### config.mk
export PLATFORM = sky130hd
export DESIGN_NAME = pc_sequencer
export DESIGN_NICKNAME = d
export VERILOG_FILES = /design/src/rtl/pcs_pkg.sv /design/src/rtl/pcs_retstack.sv /design/src/rtl/pcs_next.sv /design/src/rtl/pc_sequencer.sv
export SDC_FILE = /design/constraint.sdc
export NUM_CORES = 1
export LEC_CHECK = 0
export ABC_AREA = 1
export BUFFER_PORTS_ARGS = -buffer_cell sky130_fd_sc_hd__buf_2
export CAP_MARGIN = 20
export CORE_MARGIN = 2
export CORE_UTILIZATION = 60
export CTS_BUF_LIST = sky130_fd_sc_hd__clkbuf_2
export DETAILED_ROUTE_END_ITERATION = 16
export PLACE_DENSITY = 0.81
export RECOVER_POWER = 50
export REMOVE_ABC_BUFFERS = 1
export SYNTH_ARGS = -nofsm -noshare
export SYNTH_HDL_FRONTEND = slang
export SYNTH_HIERARCHICAL = 1
export SYNTH_SLANG_ARGS = --single-unit
### constraint.sdc
create_clock -name clk -period 2.8 [get_ports clk]
set_input_delay 0.28 -clock clk [delete_from_list [all_inputs] [get_ports clk]]
set_output_delay 0.28 -clock clk [all_outputs]
set_load 0.01 [all_outputs]
### src/rtl/pcs_pkg.sv
package pcs_pkg;
  typedef enum logic [2:0] {
    OP_HOLD  = 3'd0,
    OP_SEQ   = 3'd1,
    OP_JUMP  = 3'd2,
    OP_CALL  = 3'd3,
    OP_RET   = 3'd4,
    OP_RETLW = 3'd5,
    OP_RETI  = 3'd6,
    OP_PCLW  = 3'd7
  } pc_op_e;
endpackage

### src/rtl/pcs_retstack.sv
module pcs_retstack #(
  parameter int DEPTH = 8,
  parameter int W     = 13
) (
  input  logic         clk,
  input  logic         rst_n,
  input  logic         push,
  input  logic         pop,
  input  logic [W-1:0] push_val,
  output logic [W-1:0] tos
);
  localparam int SP_W = $clog2(DEPTH);

  logic [W-1:0]    mem [DEPTH];
  logic [SP_W-1:0] sp;
  logic [SP_W-1:0] sp_top;

  // slot most recently written; wraps below zero to the last slot
  assign sp_top = sp - 1'b1;
  assign tos    = mem[sp_top];

  always_ff @(posedge clk or negedge rst_n) begin
    if (!rst_n) begin
      sp <= '0;
      for (int i = 0; i < DEPTH; i++) mem[i] <= '0;
    end else if (push) begin
      mem[sp] <= push_val;
      sp      <= sp + 1'b1;
    end else if (pop) begin
      sp <= sp_top;
    end
  end

  // pointer wraps silently on push
  a_r10_push_wrap: assert property (@(posedge clk) disable iff (!rst_n)
    push |=> sp == SP_W'($past(sp) + 1'b1));
  // pop exposes the previous slot
  a_r5_pop_step: assert property (@(posedge clk) disable iff (!rst_n)
    (pop && !push) |=> sp == SP_W'($past(sp) - 1'b1));
  // decoder never requests both at once
  a_r10_excl: assert property (@(posedge clk) disable iff (!rst_n)
    !(push && pop));
endmodule

### src/rtl/pcs_next.sv
module pcs_next
  import pcs_pkg::*;
#(
  parameter int              PC_W    = 13,
  parameter int              TGT_W   = 11,
  parameter logic [PC_W-1:0] VEC_IRQ = 13'h0004
) (
  input  pc_op_e            op,
  input  logic              irq,
  input  logic              flush,
  input  logic [PC_W-1:0]   pc,
  input  logic [PC_W-1:0]   tos,
  input  logic [TGT_W-1:0]  tgt,
  input  logic [7:0]        data,
  input  logic [7:0]        latch,
  output logic [PC_W-1:0]   pc_nxt,
  output logic              push,
  output logic [PC_W-1:0]   push_val,
  output logic              pop,
  output logic              branch,
  output logic              ev_irq,
  output logic              ev_reti
);
  localparam int HI_MSB = PC_W - 9;
  localparam int PG_LSB = TGT_W - 8;

  function automatic logic [PC_W-1:0] f_inc(input logic [PC_W-1:0] a);
    return a + 1'b1;
  endfunction

  function automatic logic [PC_W-1:0] f_page_join(input logic [7:0] l,
                                                   input logic [TGT_W-1:0] t);
    return {l[HI_MSB:PG_LSB], t};
  endfunction

  function automatic logic [PC_W-1:0] f_low_join(input logic [7:0] l,
                                                  input logic [7:0] d);
    return {l[HI_MSB:0], d};
  endfunction

  logic unused_latch;
  assign unused_latch = &{1'b0, latch[7:HI_MSB+1]};

  always_comb begin
    pc_nxt   = pc;
    push     = 1'b0;
    push_val = f_inc(pc);
    pop      = 1'b0;
    branch   = 1'b0;
    ev_irq   = 1'b0;
    ev_reti  = 1'b0;
    if (!flush) begin
      if (irq) begin
        push     = 1'b1;
        push_val = pc;
        pc_nxt   = VEC_IRQ;
        branch   = 1'b1;
        ev_irq   = 1'b1;
      end else begin
        case (op)
          OP_HOLD: pc_nxt = pc;
          OP_SEQ:  pc_nxt = f_inc(pc);
          OP_JUMP: begin
            pc_nxt = f_page_join(latch, tgt);
            branch = 1'b1;
          end
          OP_CALL: begin
            push   = 1'b1;
            pc_nxt = f_page_join(latch, tgt);
            branch = 1'b1;
          end
          OP_RET, OP_RETLW: begin
            pop    = 1'b1;
            pc_nxt = tos;
            branch = 1'b1;
          end
          OP_RETI: begin
            pop     = 1'b1;
            pc_nxt  = tos;
            branch  = 1'b1;
            ev_reti = 1'b1;
          end
          OP_PCLW: pc_nxt = f_low_join(latch, data);
          default: pc_nxt = pc;
        endcase
      end
    end
  end
endmodule

### src/rtl/pc_sequencer.sv
module pc_sequencer
  import pcs_pkg::*;
#(
  parameter int              PC_W    = 13,
  parameter int              TGT_W   = 11,
  parameter int              DEPTH   = 8,
  parameter logic [PC_W-1:0] VEC_RST = 13'h0000,
  parameter logic [PC_W-1:0] VEC_IRQ = 13'h0004
) (
  input  logic              clk,
  input  logic              rst_n,
  input  logic [2:0]        op_i,
  input  logic              irq_take_i,
  input  logic [TGT_W-1:0]  target_i,
  input  logic [7:0]        data_i,
  input  logic [7:0]        page_latch_i,
  output logic [PC_W-1:0]   pc_o,
  output logic              flush_o,
  output logic              gie_set_o
);
  logic [PC_W-1:0] pc_q, pc_nxt, tos, push_val;
  logic            flush_q, gie_q;
  logic            push, pop, branch, ev_irq, ev_reti;
  pc_op_e          op;

  assign op = pc_op_e'(op_i);

  pcs_next #(.PC_W(PC_W), .TGT_W(TGT_W), .VEC_IRQ(VEC_IRQ)) u_next (
    .op(op), .irq(irq_take_i), .flush(flush_q), .pc(pc_q), .tos(tos),
    .tgt(target_i), .data(data_i), .latch(page_latch_i),
    .pc_nxt(pc_nxt), .push(push), .push_val(push_val), .pop(pop),
    .branch(branch), .ev_irq(ev_irq), .ev_reti(ev_reti)
  );

  pcs_retstack #(.DEPTH(DEPTH), .W(PC_W)) u_stack (
    .clk(clk), .rst_n(rst_n), .push(push), .pop(pop),
    .push_val(push_val), .tos(tos)
  );

  always_ff @(posedge clk or negedge rst_n) begin
    if (!rst_n) begin
      pc_q    <= VEC_RST;
      flush_q <= 1'b0;
      gie_q   <= 1'b0;
    end else begin
      pc_q    <= pc_nxt;
      flush_q <= branch;
      gie_q   <= ev_reti;
    end
  end

  assign pc_o      = pc_q;
  assign flush_o   = flush_q;
  assign gie_set_o = gie_q;

  // every redirect is followed by a flush cycle
  a_r9_flush_follows: assert property (@(posedge clk) disable iff (!rst_n)
    branch |=> flush_q);
  // flush holds the PC and lasts a single cycle
  a_r9_flush_hold: assert property (@(posedge clk) disable iff (!rst_n)
    flush_q |=> (pc_q == $past(pc_q) && !flush_q));
  // interrupt entry lands on the vector
  a_r7_irq_vector: assert property (@(posedge clk) disable iff (!rst_n)
    ev_irq |=> pc_q == VEC_IRQ);
  // enable pulse follows return from interrupt for one cycle
  a_r6_gie_pulse: assert property (@(posedge clk) disable iff (!rst_n)
    ev_reti |=> (gie_q ##1 !gie_q));
  // sequential advance wraps modulo the address space
  a_r2_seq_inc: assert property (@(posedge clk) disable iff (!rst_n)
    (op_i == 3'd1 && !irq_take_i && !flush_q) |=> pc_q == PC_W'($past(pc_q) + 1'b1));
  // hold keeps the PC
  a_r11_hold: assert property (@(posedge clk) disable iff (!rst_n)
    (op_i == 3'd0 && !irq_take_i) |=> $stable(pc_q));
endmodule

==> results of run 1 <==
==> power by group through the flow <==
stage          clock network (mW)  logic [mW]  registers [mW]
2_1_floorplan                   0        2.60            2.88
3_3_place_gp                    0        3.65            2.85
3_5_place_dp                    0        3.76            2.87
4_1_cts                      1.05        3.85            2.84
5_1_grt                      1.14        4.43            2.93
6_report                     1.03        3.90            2.85
==> area by class of cell <==
type                    instances  share of cell area (%)
clock buffers                  19                    1.25
clock inverters                13                    1.43
flip-flops and latches        122                    40.3
multi-input cells             667                    39.0
well taps                     140                    2.31
repair buffers                 87                    7.90
inverters                     158                    7.85
==> metal layers <==
| layer | track usage [%] | part of all wire [%] | vias up |
|---|---|---|---|
| li1 | - | - | 3162 |
| met1 | 42.1 | 44 | 2938 |
| met2 | 48.3 | 47 | 236 |
| met3 | 5.90 | 7.6 | 22 |
| met4 | 9.50 | 1.5 | 0 |
| met5 | 0 | 0 | - |
==> critical path: cells and delay by family, from the launching register on <==
| family | cells | cell delay (ns) |
|---|---|---|
| adder cells (fa/ha/maj) | 1 | 0.28 |
| buffers and inverters | 4 | 1.12 |
| AND/OR/NAND/NOR | 10 | 0.65 |
| flip-flops | 1 | 0.48 |
==> path summary, 6_finish.rpt <==
kind,startpoint,to,depth (start not counted)
min reg2reg,u_stack/mem[100],u_stack/mem[100],2
max reg2reg,u_stack/sp[1],pc_o[10],15
min in group asynchronous,rst_n,u_stack/mem[79],2
max in group asynchronous,rst_n,u_stack/mem[62],3
min,data_i[4],pc_o[4],6
max,u_stack/sp[1],pc_o[10],15
==> registers in the layout, summed over array words and instances (netlist names) <==
name,count
pc_o,13
u_stack/mem,104
gie_set_o,1
u_stack/sp,3
flush_o,1
==> cells by family after synthesis <==
group | synth area share [%]
AO/OA/AOI/OAI | 10.5
XOR/XNOR | 1.13
adder cells (fa/ha/maj) | 0.549
buffers and inverters | 12.1
flip-flops | 44.6
AND/OR/NAND/NOR | 31.1
==> placed cells by master, fill, tap and decap left out, types with 11 or more instances in the layout <==
cell type	synthesis	final
buf_2	20	38
nor2_1	21	21
nand3_1	78	78
dfrtp_1	122	120
nand2_1	389	389
dlygate4sd3_1	0	29
buf_4	5	11
o21ai_1	55	55
o21ai_0	74	74
clkbuf_2	1	21
inv_1	148	148
nand2_2	11	11
==> timing repair <==
item,4_1_cts,5_1_grt
endpoints found under the setup margin,0,2
hold buffers,29,0
resized for setup,0,3
endpoints found under the hold margin,62,0
==> results.toml, run 1 <==
[status]
status = "completed"

[critical_path]
cp-start-kind = "flop"
crit_slowest_cell = "dlygate4sd3_1"
r2r_slack_ns = 0.23
required_ns = 3.46
critPathMaxStageDelay_ns = 0.54
crit_type = "reg2reg"
end_kind = "flop"
crit_top_cell = "nand2_1"
critical_path_arrival_ns = 3.23
worstPathMaxFanout = 15
path_cells = "inv_2 > ha_1 > inv_4 > buf_4 > nand3_1 > nand2_1 > nand2_1 > nand2_1 > nand2_1 > nand3_1 > nor2_1 > dlygate4sd3_1 > nand2_1 > nand2_1 > nand2_1"

[logic_synthesis]
ys_ff_latch = 122
synth_common_cells = "nand2_1 (389), inv_1 (148), dfrtp_1 (122), nand3_1 (78), o21ai_0 (74)"
yosysTopAreaCellShare_pct = 44.6
synth_most_common_cell = "nand2_1"
yosys.area.top_type = "dfrtp_1"
seq_area_frac_synth_pct = 44.6
synth_edf_count = 0
synth_area_leaders = "dfrtp_1 (45%), nand2_1 (21%), inv_1 (8.1%)"
synth.distinct_cells = 34
synth_cells = 989
synth_area_per_cell_sq_um = 6.91
ys.flop_type = "dfrtp_1"
async_reset_ff_share_pct = 100
netlist_area_sq_um = 6840
yosysWarnings = 6

[sta]
worst-slew-pin-transition_ns = 1.31
maxSlewViolCount = 0
fmax_ghz = 0.389
setup_ws_ns = 0.230
skew_ns = 0.0239
post-route-period-util_pct = 91.8
grt_setup_unrepaired = "no"
hold_violations = 0
finalCriticalPeriod_ns = 2.57
whs_ns = 0.0853
setup_tns_ns = 0
setup_violations = 0
slew_headroom_pct = 12.7

[place]
port_buffers = 44
post-place-ws_ns = 0.659
placedCellCount = 1145
place_hpwl_um = 11000
place_area_sq_um = 7120
gp_congestion = 0.927

[global_routing]
grt_util_all_layers_pct = 30.3
grt_pass1_vias = 6027
grt_pass1_wl_um = 29500
grt_max_degree = 56
antenna_found_initial = 0
grt-ovfl-total = 0

[power]
finalPower_mw = 7.78
p_sw_mw = 3.65
power_density_nw_per_um2 = 1030
p_int_mw = 4.13
clockPowerShare_pct = 13.2
peakVddDrop_uv = 961
comb_power_share_pct = 50.2
switching_share_pct = 46.9
leakage_nw = 4.00
p_seq_share_pct = 36.6

[clock_tree]
h-tree-depth = 4
cts_tree = "done"
clk_path_buf_depth = 2
worstSkewPairLatency_ns = 0.70
clock-sinks = 122
clk_pin_slew_ns = 0.17
post_cts_buffers = 0
cts_inserted_buffers = 17
cts-root-buf = "clkbuf_2"

[finish]
diodes = 0
regArea_sq_um = 3060
final_cells = 1206
fin_nets = 1089
fin_area_sq_um = 7590
fillCellCount = 971
final_util_pct = 69.1
multi_input_area_sq_um = 2960
area_growth_pct = 11.0
drive_gt1_share_pct = 10.6

[floorplanning]
die-area_sq_um = 12300
row_count = 38
die_y_um = 111
core_area_sq_um = 11000
pin_count = 48
start_util_pct = 62.3
die_w_um = 111

[drt]
routedWlPerCell_um = 14.6
viasPerCell = 5.27
dr.pass1.iters = 5
drc = 0
ant_nets = 0
route.vias.total = 6358
drt_wl_total_um = 17600
drt-initial-drc-count = 716

[hold_path]
hp-class = "in2reg"

[run]
max_cap_violations = 0
No activity file was read; power rests on OpenSTA's default activity.
==> run 2: changes to the inputs <==
--- a/config.mk
+++ b/config.mk
@@ -12,6 +12,7 @@
 export CORE_UTILIZATION = 60
 export CTS_BUF_LIST = sky130_fd_sc_hd__clkbuf_2
 export DETAILED_ROUTE_END_ITERATION = 16
+export MAX_ROUTING_LAYER = met4
 export PLACE_DENSITY = 0.81
 export RECOVER_POWER = 50
 export REMOVE_ABC_BUFFERS = 1
==> run 2 against run 1 <==
Combinational power hardly changed. Critical path depth stayed put. Die area stayed put. Core utilization stayed put. Sequential share of layout area stayed put. Worst setup slack better by 0.0047 ns. Power is 0.18% lower. Sequential power hardly changed. First-iteration DRC count is 1.7% lower. Register-to-register slack hardly changed. Largest cell class unchanged. Highest routed layer unchanged.
==> results.toml, run 2 (synthesis results as in run 1) <==
[floorplanning]
die_y_um = 111
pin_count = 48
core_area_sq_um = 11000
start_util_pct = 62.3
die-area_sq_um = 12300
die_w_um = 111
row_count = 38

[drt]
route.vias.total = 6399
drc = 0
dr.pass1.iters = 6
ant_nets = 0
routedWlPerCell_um = 14.6
drt_wl_total_um = 17600
drt-initial-drc-count = 704
viasPerCell = 5.31

[finish]
final_common_cell = "nand2_1"
fillCellCount = 972
regMostFlops = "u_stack/mem"
fin_area_sq_um = 7590
largest_reg_flops = 104
fin_nets = 1089
area_growth_pct = 11.0
diodes = 0
regArea_sq_um = 3060
most-common-layout-cells = "nand2_1 (389), inv_1 (148), dfrtp_1 (120)"
multi_input_area_sq_um = 2960
drive_gt1_share_pct = 10.6

[clock_tree]
cts-root-buf = "clkbuf_2"
clk_pin_slew_ns = 0.17
cts_tree = "done"
cts_inserted_buffers = 17
clock-sinks = 122
worstSkewPairLatency_ns = 0.70
clk_path_buf_depth = 2
h-tree-depth = 4

[critical_path]
required_ns = 3.45
crit_type = "reg2reg"
critical_path_arrival_ns = 3.22
end_kind = "flop"
cp-start-kind = "flop"
worstPathMaxFanout = 15
r2r_cells = 15

[global_routing]
grt_pass1_vias = 6019
grt_pass1_wl_um = 29400
grt-ovfl-total = 0
antenna_found_initial = 0
grt_max_degree = 56
grt_util_all_layers_pct = 31.2

[sta]
skew_ns = 0.0226
grt_setup_unrepaired = "no"
post-route-period-util_pct = 91.6
setup_tns_ns = 0
slew_headroom_pct = 13.3
fmax_ghz = 0.390
hold_violations = 0
setup_ws_ns = 0.235
maxSlewViolCount = 0
setup_violations = 0
whs_ns = 0.0958
worst-slew-pin-transition_ns = 1.30
finalCriticalPeriod_ns = 2.57

[status]
status = "completed"

[place]
place_hpwl_um = 11000
place_area_sq_um = 7120
port_buffers = 44
post-place-ws_ns = 0.659
gp_congestion = 0.944

[run]
max_cap_violations = 0

[hold_path]
hp-class = "in2reg"
whs_path_depth = 6

[power]
power_density_nw_per_um2 = 1020
peakVddDrop_uv = 957
leakage_nw = 4.00
-- run 2: cell counts in the layout (fill, tap and decap cells not counted) --
No cell type changed its count.
-- run 2: worst paths after layout --
kind / from / end / slack [ns]
setup reg to reg: u_stack/sp[1] / pc_o[10] / 0.23
max in group asynchronous: rst_n / u_stack/mem[62] / 0.57
hold / removal: data_i[4] / pc_o[4] / 0.1
hold reg to reg: u_stack/mem[100] / u_stack/mem[100] / 0.50
min in group asynchronous: rst_n / u_stack/mem[79] / 0.33
setup / recovery: u_stack/sp[1] / pc_o[10] / 0.23
-- run 2: layout make-up --
cell class	count	area share, %
clock buffer	19	1.25
clock inverter	13	1.43
inverter	158	7.85
multi-input combinational	667	39.0
sequential	122	40.3
tap	140	2.31
timing repair buffer	87	7.90
-- run 2: power by group --
group          switching [mW]  leakage (nW)  internal [mW]
Clock                   0.634         0.138          0.392
Sequential              0.433          1.60           2.41
Combinational            2.57          2.26           1.32
-- run 2: worst max-delay path, cell delays in order (launching register included) --
cell and delay (ns):
dfrtp_2 0.48, inv_2 0.12, ha_1 0.28, inv_4 0.19, buf_4 0.27, nand3_1 0.11
nand2_1 0.06, nand2_1 0.04, nand2_1 0.09, nand2_1 0.05, nand3_1 0.08, nor2_1 0.05
dlygate4sd3_1 0.55, nand2_1 0.07, nand2_1 0.05, nand2_1 0.05
-- run 2: metrics by stage --
stage,power (mW),util [%],cells
final,7.77,69.1,1206
after floorplan,5.47,-,947
after detailed placement,6.63,64.8,1145
after CTS,7.74,69.3,1206
after global routing,8.51,69.1,1206
after global placement,6.51,64.8,1145
-- run 2: routing by layer --
| layer | GRT usage [%] | vias to the layer above | share of wire (%) |
|---|---|---|---|
| met1 | 42.1 | 2972 | 44 |
| li1 | - | 3164 | - |
| met2 | 48.2 | 241 | 47 |
| met5 | - | - | 0 |
| met3 | 6.89 | 22 | 7.6 |
| met4 | 8.25 | 0 | 1.1 |
-- run 2: what timing repair did --
action                                  CTS  global route
resized for setup                         0             3
setup buffers                             0             0
hold endpoints to repair                 62             0
endpoints found under the setup margin    0             2
hold buffers                             29             0
==> run 3: changes to the inputs <==
--- a/config.mk
+++ b/config.mk
@@ -5,17 +5,16 @@
 export SDC_FILE = /design/constraint.sdc
 export NUM_CORES = 1
 export LEC_CHECK = 0
-export ABC_AREA = 1
 export BUFFER_PORTS_ARGS = -buffer_cell sky130_fd_sc_hd__buf_2
 export CAP_MARGIN = 20
 export CORE_MARGIN = 2
 export CORE_UTILIZATION = 60
 export CTS_BUF_LIST = sky130_fd_sc_hd__clkbuf_2
 export DETAILED_ROUTE_END_ITERATION = 16
-export MAX_ROUTING_LAYER = met4
 export PLACE_DENSITY = 0.81
 export RECOVER_POWER = 50
 export REMOVE_ABC_BUFFERS = 1
+export SLEW_MARGIN = 20
 export SYNTH_ARGS = -nofsm -noshare
 export SYNTH_HDL_FRONTEND = slang
 export SYNTH_HIERARCHICAL = 1
==> run 3 against run 2 <==
The run now ends with capacitance limit, slew limit left. Flip-flop and latch count stayed put. Combinational power is 9.5% higher. Critical path depth is 5 lower. Largest cell class is now multi-input combinational cells. Routed wire length shrank 3.1%. Synthesized cell count decreased by 39%.
==> results.toml, run 3 <==
[power]
peakVddDrop_uv = 668
leakage_nw = 3.45
p_seq_share_pct = 35.8
p_sw_mw = 3.39
clockPowerShare_pct = 13.4
p_int_mw = 5.01
switching_share_pct = 40.4
power_density_nw_per_um2 = 1130
comb_power_share_pct = 50.7

[global_routing]
grt_util_all_layers_pct = 30.4
antenna_found_initial = 0
grt-ovfl-total = 0
grt_pass1_vias = 5215
grt_pass1_wl_um = 27000
grt_max_degree = 67

[logic_synthesis]
async_reset_ff_share_pct = 100
netlist_area_sq_um = 6680
yosysWarnings = 6
synth_area_per_cell_sq_um = 11.1
synth_area_leaders = "dfrtp_1 (46%), mux2_2 (18%), mux2i_1 (7.9%)"
yosysTopAreaCellShare_pct = 45.7
seq_area_frac_synth_pct = 45.7
synth_cells = 604
synth_most_common_cell = "dfrtp_1"
synth_edf_count = 0
yosys.area.top_type = "dfrtp_1"
ys_ff_latch = 122
synth.distinct_cells = 59
synth_common_cells = "dfrtp_1 (122), mux2_2 (106), nand3_1 (61), mux2i_1 (53), nand2_1 (30)"
ys.flop_type = "dfrtp_1"

[place]
place_hpwl_um = 10800
post-place-ws_ns = 0.294
port_buffers = 44
placedCellCount = 765
gp_congestion = 0.980

[critical_path]
cp-endpoint = "pc_o[7]"
required_ns = 3.41
critical_path_arrival_ns = 3.26
path_cells = "inv_1 > ha_2 > buf_12 > mux2i_1 > nand3_1 > and4_1 > nand2_1 > o21ai_0 > a2111oi_0 > a211oi_1"
worstPathMaxFanout = 21
crit_type = "reg2reg"
crit_start = "u_stack/sp[1]"
r2r-end = "pc_o[7]"
end_kind = "flop"
cp-start-kind = "flop"
reg2reg_from = "u_stack/sp[1]"
r2r_cells = 10
r2r_slack_ns = 0.15
critPathMaxStageDelay_ns = 0.51
crit_slowest_cell = "a2111oi_0"

[clock_tree]
clk_pin_slew_ns = 0.19
clk_path_buf_depth = 2
worstSkewPairLatency_ns = 0.71
clock-sinks = 122
cts_tree = "done"
cts-root-buf = "clkbuf_2"
cts_inserted_buffers = 17
h-tree-depth = 4
post_cts_buffers = 0

[drt]
drt-initial-drc-count = 605
routedWlPerCell_um = 21.1
drc = 0
dr.pass1.iters = 5
ant_nets = 0
drt_wl_total_um = 17000
route.vias.total = 5219
viasPerCell = 6.46

[sta]
worst-slew-pin-transition_ns = 1.62
slew_headroom_pct = -8.31
skew_ns = 0.0380
maxSlewViolCount = 67
finalCriticalPeriod_ns = 2.65
fmax_ghz = 0.377
setup_violations = 0
post-route-period-util_pct = 94.7
setup_ws_ns = 0.150
hold_violations = 0
grt_setup_unrepaired = "no"

[finish]
fin_nets = 691
diodes = 0
most-common-layout-cells = "dfrtp_1 (122), mux2_2 (106), nand3_1 (61)"
final_cells = 808
largest_reg_flops = 104
final_common_cell = "dfrtp_1"
regMostFlops = "u_stack/mem"
drive_gt1_share_pct = 32.6
area_growth_pct = 11.1

[status]
status = "finished, violations left"
violations = "capacitance limit, slew limit"

[floorplanning]
die_w_um = 109
core_area_sq_um = 10800
pin_count = 48
die_y_um = 109
start_util_pct = 61.6
die-area_sq_um = 12000
row_count = 38

[run]
max_cap_violations = 1

[hold_path]
hp-class = "in2reg"
run 3: worst min path at each step:
stage,from,endpoint,slack [ns],depth (start not counted)
2_1_floorplan,rst_n,flush_o,-0.02,0
3_3_place_gp,rst_n,u_stack/mem[65],0.43,1
3_5_place_dp,rst_n,u_stack/mem[65],0.44,1
4_1_cts,target_i[9],pc_o[9],0.005,5
5_1_grt,target_i[1],pc_o[1],0.05,5
6_report,target_i[1],pc_o[1],0.06,5
run 3: cell type report:
cell class	count	area, sq um
Sequential cell	122	3050
Clock buffer	21	105
Tap cell	140	175
Fill cell	817	3430
Clock inverter	11	128
Inverter	12	45.0
Multi-Input combinational cell	420	3360
Timing Repair Buffer	82	544
run 3: cells by family (layout without fill, tap and decap cells):
| group | Yosys count | count (layout) | synth area share [%] |
|---|---|---|---|
| AO/OA/AOI/OAI | 69 | 69 | 7.10 |
| flip-flops | 122 | 122 | 45.7 |
| multiplexers | 159 | 159 | 25.8 |
| adder cells (fa/ha/maj) | 3 | 3 | 0.562 |
| XOR/XNOR | 18 | 18 | 2.59 |
| buffers and inverters | 62 | 126 | 4.33 |
| AND/OR/NAND/NOR | 171 | 171 | 13.9 |
run 3: layer usage:
metal  up-vias  share of wire [%]  track usage (%)
li1       2327                  -                -
met1      2557                 40             40.0
met2       284                 47             47.5
met3        51                9.5             5.87
met4         0                3.4             17.1
met5         -                  0                0
run 3: power by group through the flow:
stage | sequential (mW) | combinational (mW) | clock (mW)
floorplan | 2.96 | 2.84 | 0
global placement | 2.98 | 4.06 | 0
detailed placement | 3.04 | 4.18 | 0
CTS | 3.00 | 4.22 | 1.16
global route | 3.11 | 4.56 | 1.24
finish | 3.01 | 4.26 | 1.13
run 3: timing repair:
item,4_1_cts,5_1_grt
gates resized for setup,0,0
hold buffers,11,0
endpoints found under the hold margin,74,0
run 3: metrics by stage:
step                      hold slack, ns  TNS [ns]  cell area (sq um)  util [%]  total power, mW
after floorplan                  -0.0156    -23.22               6430         -             5.80
after global placement             0.430         0               7100      65.5             7.03
after detailed placement           0.440         0               7100      65.5             7.22
after CTS                        0.00468         0               7440      68.7             8.38
after global routing              0.0472         0               7410      68.4             8.91
final                             0.0642         0               7410      68.4             8.40
run 3: critical path, delay by kind of cell (launching register included):
family | cells | cell delay (ns)
fa+ha+maj | 1 | 0.39
simple gates | 3 | 0.36
compound gates | 3 | 0.76
flops | 1 | 0.50
mux | 1 | 0.21
buf+inv | 2 | 0.31
